[src/rtl/pwm_gate_pkg.sv]
// Package: shared helpers for the PWM gate selector.
// Assumes masks are at most 64 bits wide.
package pwm_gate_pkg;

    // Number of set bits in a mask.
    function automatic int count_ones(input logic [63:0] mask);
        int n;
        n = 0;
        for (int b = 0; b < 64; b++) begin
            if (mask[b]) n++;
        end
        return n;
    endfunction

    // Position among the direct pins of the output at index idx: how many mask bits are set below idx.
    function automatic int slot_of(input logic [63:0] mask, input int idx);
        int n;
        n = 0;
        for (int b = 0; b < 64; b++) begin
            if (b < idx && mask[b]) n++;
        end
        return n;
    endfunction

endpackage

[src/rtl/pwm_gate_sync.sv]
// Module: multi-bit synchroniser chain for asynchronous PWM pins.
// Each bit is treated on its own; no coherence across bits is assumed.
// Reset drives every stage to 0, which matches a pulled-low pin.
module pwm_gate_sync #(
    parameter int WIDTH  = 9,
    parameter int STAGES = 2
) (
    input  logic             clk,
    input  logic             rst_n,
    input  logic [WIDTH-1:0] async_i,
    output logic [WIDTH-1:0] sync_o
);
    logic [WIDTH-1:0] stage_q [STAGES];

    genvar s;
    generate
        for (s = 0; s < STAGES; s++) begin : g_stage
            if (s == 0) begin : g_first
                // First flop captures the raw pins.
                always_ff @(posedge clk) begin
                    if (!rst_n) stage_q[0] <= '0;
                    else        stage_q[0] <= async_i;
                end
            end else begin : g_next
                // Each later flop takes the stage before it.
                always_ff @(posedge clk) begin
                    if (!rst_n) stage_q[s] <= '0;
                    else        stage_q[s] <= stage_q[s-1];
                end
            end
        end
    endgenerate

    assign sync_o = stage_q[STAGES-1];
endmodule

[src/rtl/pwm_gate_ctrl.sv]
// Module: capture stage for the per-output control words.
// The inputs are register values held elsewhere. Reset clears the captured copies,
// so no output can be PWM-enabled or switched on while reset is low.
module pwm_gate_ctrl #(
    parameter int N_OUT = 16
) (
    input  logic             clk,
    input  logic             rst_n,
    input  logic [N_OUT-1:0] spi_on_i,
    input  logic [N_OUT-1:0] pwm_en_i,
    input  logic [N_OUT-1:0] pwm_or_i,
    output logic [N_OUT-1:0] spi_q,
    output logic [N_OUT-1:0] en_q,
    output logic [N_OUT-1:0] or_q
);
    // Capture all three control words each cycle; reset clears them.
    always_ff @(posedge clk) begin
        if (!rst_n) begin
            spi_q <= '0;
            en_q  <= '0;
            or_q  <= '0;
        end else begin
            spi_q <= spi_on_i;
            en_q  <= pwm_en_i;
            or_q  <= pwm_or_i;
        end
    end
endmodule

[src/rtl/pwm_gate_lane.sv]
// Module: gate selection and fault masking for one output.
// Assumes pins arrive already synchronised. direct_i is tied low by the parent
// when the output has no direct pin. The gate is registered.
module pwm_gate_lane (
    input  logic clk,
    input  logic rst_n,
    input  logic spi_on_i,
    input  logic pwm_en_i,
    input  logic pwm_or_i,
    input  logic shared_i,
    input  logic direct_i,
    input  logic fault_off_i,
    input  logic global_off_i,
    output logic gate_o
);
    logic shared_mix;
    logic plain_mix;
    logic request;

    // Combine the on/off bit with the shared pin, by OR or by AND.
    always_comb begin
        if (pwm_or_i) shared_mix = spi_on_i | shared_i;
        else          shared_mix = spi_on_i & shared_i;
    end

    // Without PWM enable, the on/off bit joins the direct pin if one exists.
    assign plain_mix = spi_on_i | direct_i;

    // The enable bit picks the source.
    assign request = pwm_en_i ? shared_mix : plain_mix;

    // Register the request with the fault masks applied.
    always_ff @(posedge clk) begin
        if (!rst_n) gate_o <= 1'b0;
        else        gate_o <= request & ~fault_off_i & ~global_off_i;
    end
endmodule

[src/rtl/pwm_gate_select.sv]
// Module: top of the per-output PWM gate selector.
// The control words are register values. The PWM pins are asynchronous and pulled low.
// The fault masks are synchronous to clk. Direct pins are assigned in ascending order
// to the outputs whose bit is set in DIRECT_MASK.
module pwm_gate_select #(
    parameter int               N_OUT       = 16,
    parameter logic [N_OUT-1:0] DIRECT_MASK = 16'hC3C3,
    parameter int               N_DIRECT    = pwm_gate_pkg::count_ones(64'(DIRECT_MASK)),
    parameter int               SYNC_STAGES = 2
) (
    input  logic                clk,
    input  logic                rst_n,
    input  logic [N_OUT-1:0]    spi_on_i,
    input  logic [N_OUT-1:0]    pwm_en_i,
    input  logic [N_OUT-1:0]    pwm_or_i,
    input  logic                pwm_shared_i,
    input  logic [N_DIRECT-1:0] pwm_direct_i,
    input  logic [N_OUT-1:0]    fault_off_i,
    input  logic                global_off_i,
    output logic [N_OUT-1:0]    gate_o
);
    localparam int PIN_W = N_DIRECT + 1;

    logic [PIN_W-1:0]    pins_s;
    logic                shared_s;
    logic [N_DIRECT-1:0] direct_s;
    logic [N_OUT-1:0]    direct_vec;
    logic [N_OUT-1:0]    ctl_spi;
    logic [N_OUT-1:0]    ctl_en;
    logic [N_OUT-1:0]    ctl_or;

    pwm_gate_sync #(.WIDTH(PIN_W), .STAGES(SYNC_STAGES)) u_sync (
        .clk     (clk),
        .rst_n   (rst_n),
        .async_i ({pwm_shared_i, pwm_direct_i}),
        .sync_o  (pins_s)
    );

    assign shared_s = pins_s[PIN_W-1];
    assign direct_s = pins_s[N_DIRECT-1:0];

    pwm_gate_ctrl #(.N_OUT(N_OUT)) u_ctrl (
        .clk      (clk),
        .rst_n    (rst_n),
        .spi_on_i (spi_on_i),
        .pwm_en_i (pwm_en_i),
        .pwm_or_i (pwm_or_i),
        .spi_q    (ctl_spi),
        .en_q     (ctl_en),
        .or_q     (ctl_or)
    );

    genvar i;
    generate
        for (i = 0; i < N_OUT; i++) begin : g_out
            // Route each direct pin to its output; outputs without one see 0.
            if (DIRECT_MASK[i]) begin : g_dir
                assign direct_vec[i] = direct_s[pwm_gate_pkg::slot_of(64'(DIRECT_MASK), i)];
            end else begin : g_nodir
                assign direct_vec[i] = 1'b0;
            end

            pwm_gate_lane u_lane (
                .clk          (clk),
                .rst_n        (rst_n),
                .spi_on_i     (ctl_spi[i]),
                .pwm_en_i     (ctl_en[i]),
                .pwm_or_i     (ctl_or[i]),
                .shared_i     (shared_s),
                .direct_i     (direct_vec[i]),
                .fault_off_i  (fault_off_i[i]),
                .global_off_i (global_off_i),
                .gate_o       (gate_o[i])
            );
        end
    endgenerate
endmodule

[config.mk]
export PLATFORM = sky130hd
export DESIGN_NAME = pwm_gate_select
export DESIGN_NICKNAME = d
export VERILOG_FILES = /design/src/rtl/pwm_gate_pkg.sv /design/src/rtl/pwm_gate_sync.sv /design/src/rtl/pwm_gate_ctrl.sv /design/src/rtl/pwm_gate_lane.sv /design/src/rtl/pwm_gate_select.sv
export SDC_FILE = /design/constraint.sdc
export NUM_CORES = 1
export LEC_CHECK = 0
export BUFFER_PORTS_ARGS = -buffer_cell sky130_fd_sc_hd__buf_2
export CELL_PAD_IN_SITES_DETAIL_PLACEMENT = 0
export CELL_PAD_IN_SITES_GLOBAL_PLACEMENT = 1
export CORE_MARGIN = 3
export CORE_UTILIZATION = 33
export DETAILED_ROUTE_END_ITERATION = 10
export HOLD_SLACK_MARGIN = 0.12
export PLACE_DENSITY_LB_ADDON = 0.12
export SETUP_SLACK_MARGIN = 0.05
export SLEW_MARGIN = 15
export SYNTH_ARGS = -nofsm -noshare
export SYNTH_HDL_FRONTEND = slang
export SYNTH_SLANG_ARGS = --single-unit
export TNS_END_PERCENT = 20
[constraint.sdc]
create_clock -name clk -period 1 [get_ports clk]
set_clock_uncertainty 0.15 [all_clocks]
set_input_delay 0.2 -clock clk [delete_from_list [all_inputs] [get_ports clk]]
set_output_delay 0.2 -clock clk [all_outputs]
set_load 0.03 [all_outputs]
# Word level (Yosys, flattened, before mapping)

Memories as Yosys holds them, arrays and structs flattened.
Cells that the tools add are included.
W data, S select, Z words.

Logic and storage cells: 147
Input port bits: 76
Bits in registers: 64
Output and inout bits: 16
Memories kept: 1
Bits in writable memories: 18

Bitwise gates (word level): 91
Mux-type cells: 36

Memory list:

| memory         | depth | bits a word | read ports | clocked after Yosys merged registers in | wr ports | line                | RTL |
|---|---|---|---|---|---|---|---|
| u_sync.stage_q | 2     | 9           | 2          | 0                                       | 2        | pwm_gate_sync.sv:13 | `logic [WIDTH-1:0] stage_q [STAGES];` |

Operators by type and width:

| operator      | count |
|---|---|
| $and A1 B1 Y1 | 48 |
| $mux W1       | 34 |
| $or A1 B1 Y1  | 26 |
| $mux W9       | 2 |
| $not A1 Y1    | 17 |

# Depth between registers and ports, before layout

An unclocked memory read counts as a cell.

Depth after elaboration: 6
Depth in mapped cells: 4

# Modules after synthesis

A second synthesis with hierarchy kept.

Cells, all modules: 235
Area total of the unflattened synthesis: 2,777.7 sq um

By module, submodules not included:

| module          | cells an instance | area an instance (sq um) | instances |
|---|---|---|---|
| pwm_gate_ctrl   | 101               | 1,331.3                  | 1 |
| pwm_gate_lane   | 6                 | 58.8                     | 16 |
| pwm_gate_sync   | 37                | 501.7                    | 1 |
| pwm_gate_select | 1                 | 3.8                      | 1 |

# Worst setup path after synthesis

Ideal clock, no wire load.

Kind: register to register
Start point: memory u_sync.stage_q[1][8]
End point: register g_out[0].u_lane.gate_o
Period minus slack after synthesis: 1,088 ps
Slack: -88 ps
Data arrival time: 850 ps
Library setup time: 88 ps
Stages on the path, launching flop included: 5
Cell sequence: dfxtp_1 -> buf_6 -> o21ai_2 -> and3_1 -> nor4_2

RTL lines:

| what                 | line                | RTL |
|---|---|---|
| from (decl)          | pwm_gate_sync.sv:13 |  |
| to (signal assigned) | pwm_gate_lane.sv:35 | `else gate_o <= request & ~fault_off_i & ~global_off_i;` |
| to (decl)            | pwm_gate_lane.sv:14 | `output logic gate_o` |

# Final worst setup path

Start point: register g_out[4].u_lane.gate_o
End point: output gate_o[4]

RTL lines:

| what                   | line                  | RTL |
|---|---|---|
| from (decl)            | pwm_gate_lane.sv:14   |  |
| from (signal assigned) | pwm_gate_lane.sv:35   |  |
| to (decl)              | pwm_gate_select.sv:20 | `output logic [N_OUT-1:0] gate_o` |

No word-level cell between the ends.

==> results.yml <==
run_status:
  status: "finished, violations left"
  violations: "negative hold slack, negative setup slack"
global_routing:
  grt_usage_pct: 13.2
  antenna_found_initial: 0
  overflow: 0
  grt_pass1_wl_um: 9150
  grt_max_degree: 24
  grt_pass1_vias: 2080
critical_path:
  rrSetupSlack_ns: -0.12
  path_class: "reg2out"
  timing.rr.end: "g_out[6].u_lane.gate_o$_SDFF_PN0_"
  crit_family: "flip-flops"
  cp_slowest_stage_delay_ns: 0.34
  crit_path_end_kind: "output pin"
  crit_chain: "buf_6"
  cp_slowest_cell: "dfxtp_2"
  reg2reg_depth: 4
  critical_path_buf_inv_count: 1
  cp.arrival_ns: 0.80
  critPathLaunchType: "flip-flop"
  worstPathRequired_ns: 0.65
  worstPathMaxFanout: 1
  path_depth: 1
  r2r-start: "u_sync.stage_q[1][8]$_SDFF_PN0_"
synth:
  synthDistinctLibCells: 16
  synthArstFlopShare_pct: 0
  synth_fp_nets: 323
  yosys_most_used_dff: "dfxtp_1"
  syn_area_um2: 2680
  synth_commonest_cells: "82 x dfxtp_1, 66 x and2_1, 16 x buf_4, 16 x nor3_1, 9 x nand2b_1"
  synth_area_leader_cell: "dfxtp_1"
  ys_ff_latch: 82
  yosysMostFrequentCell: "dfxtp_1"
  synth_edf_count: 0
  ys_top_cells_by_area: "dfxtp_1 61%, and2_1 15%, buf_4 4.5%"
  syn_avg_cell_area_um2: 10.8
  synth_cells: 247
  yosys_warnings: 0
  yosys.area.top_type_share_pct: 61.3
  yosysSeqAreaShare_pct: 61.3
timing:
  tightestPinTransition_ns: 0.278
  finalHoldViolations: 8
  rsz0062_at_grt: "yes"
  final.min_clock_period_ns: 1.15
  holdWs_ns: -0.146
  fmax_mhz: 873
  slew_headroom_pct: 81.4
  maxSlewViolCount: 0
  finalSetupViolations: 29
  worst_slack_ns: -0.146
  setup_tns_ns: -3.21
  min_period_over_period_pct: 115
die:
  std_cell_rows: 32
  die_h_um: 96.1
  start_util_pct: 34.3
  core_um2: 7810
  die_w_um: 96.1
  top_level_ports: 92
  dieArea_um2: 9230
drt:
  via_per_inst: 4.11
  vias: 2067
  drt_iter0_drc: 22
  dr.pass1.iters: 4
  post_drt_wl_per_cell_um: 11.3
  drt_wl_total_um: 5680
  ant_nets: 0
  drc: 0
power:
  power_leakage_nw: 1.85
  peakVddDrop_mv: 0.750
  total_power_mw: 6.39
  p_per_area_nw_per_um2: 1520
worst_hold_path:
  hold_class: "in2reg"
  min_from: "fault_off_i[9]"
  worstHoldEndpoint: "g_out[9].u_lane.gate_o$_SDFF_PN0_"
  whs_path_depth: 2
clock_tree:
  cts_tree: "done"
  cts_buffers: 9
  cts_root_buf: "clkbuf_8"
  cts.path.max_buffers: 2
  htree_levels: 3
  path_clk_slew_ns: 0.08
  cts-hold-fix-buffers: 65
  cts_sinks: 82
  clk_latency_ns: 0.33
place:
  finalWeightedCongestion: 0.674
  dp.cells: 421
  hpwl_um: 3560
  portBuffers: 91
layout:
  drive_gt1_share_pct: 38.4
  final-instance-count-excl-fill: 503
  diodes: 0
  syn_to_final_growth_pct: 57.5
  layout.nets: 472
flow_run:
  max-cap-violations: 0
-- routing by layer --
metal	part of all wire, %	up-vias	GRT usage, %
met5	0	-	0
met3	6.1	4	5.32
met2	51	56	22.3
met1	42	913	15.2
li1	-	1094	-
met4	0.76	0	4.27
-- repair_timing --
item / 4_1_cts / 5_1_grt
setup buffers: 0 / 1
gates resized for setup: 52 / 19
setup endpoints to repair: 31 / 32
hold endpoints to repair: 73 / 9
pin swaps: 2 / 7
-- layout make-up --
type	instances	area [µm²]
multi-input combinational	139	937
timing repair buffer	164	1290
sequential	82	1670
fill	737	3590
clock buffer	12	165
tap	102	128
clock inverter	4	25.0
-- power breakdown --
group          internal (mW)  leakage [nW]  switching (mW)
combinational          0.460          1.07           0.237
sequential              3.42         0.688          0.0730
clock                   1.10        0.0944            1.11
-- state kept, by name (all words and copies together) (netlist names) --
name,cells
u_sync.stage_q,18
u_ctrl.spi_q,16
u_ctrl.or_q,16
u_ctrl.en_q,16
g_out.u_lane.gate_o,16
-- cell families after synthesis --
family	Yosys count	share of synthesized area [%]
flops	82	61.3
simple gates	115	25.9
buf+inv	26	6.55
compound gates	24	6.26
-- through the flow --
step	cell area, µm²	util, %	setup WS [ns]
final	4220	54.0	-0.146
after global routing	4220	54.0	-0.238
after CTS	4140	53.0	-0.175
after detailed placement	3160	40.4	-0.169
after global placement	3160	40.4	-0.0965
after floorplan	2690	-	-0.0598
-- placed cells by master (no fill, tap or decap), drive strengths merged --
| cell | n |
|---|---|
| dfxtp | 82 |
| clkinvlp | 2 |
| clkinv | 2 |
| a22oi | 8 |
| buf | 99 |
| nand2b | 9 |
| nor3 | 16 |
| clkbuf | 12 |
| a21o | 8 |
| dlygate4sd3 | 65 |
| nand2 | 8 |
| and3 | 8 |
| o21ai | 8 |
| and2 | 66 |
| nor4 | 8 |
-- worst reg2reg max path, cell delays in order (launching register included) --
cell and delay [ns]:
dfxtp_4 0.38, buf_12 0.12, o21ai_0 0.07, and3_1 0.17, nor4_1 0.15
-- how the worst max path moves through the flow --
stage                                                  start                                 end  slack, ns
after floorplan              u_sync.stage_q[1][8]$_SDFF_PN0_  g_out[11].u_lane.gate_o$_SDFF_PN0_      -0.06
after global placement       u_sync.stage_q[1][8]$_SDFF_PN0_   g_out[9].u_lane.gate_o$_SDFF_PN0_       -0.1
after detailed placement     u_sync.stage_q[1][8]$_SDFF_PN0_  g_out[15].u_lane.gate_o$_SDFF_PN0_      -0.17
after CTS                 g_out[11].u_lane.gate_o$_SDFF_PN0_                          gate_o[11]      -0.17
after global routing         u_sync.stage_q[1][8]$_SDFF_PN0_   g_out[7].u_lane.gate_o$_SDFF_PN0_      -0.24
final                      g_out[4].u_lane.gate_o$_SDFF_PN0_                           gate_o[4]      -0.15
Power figures use the tool's default switching activity.
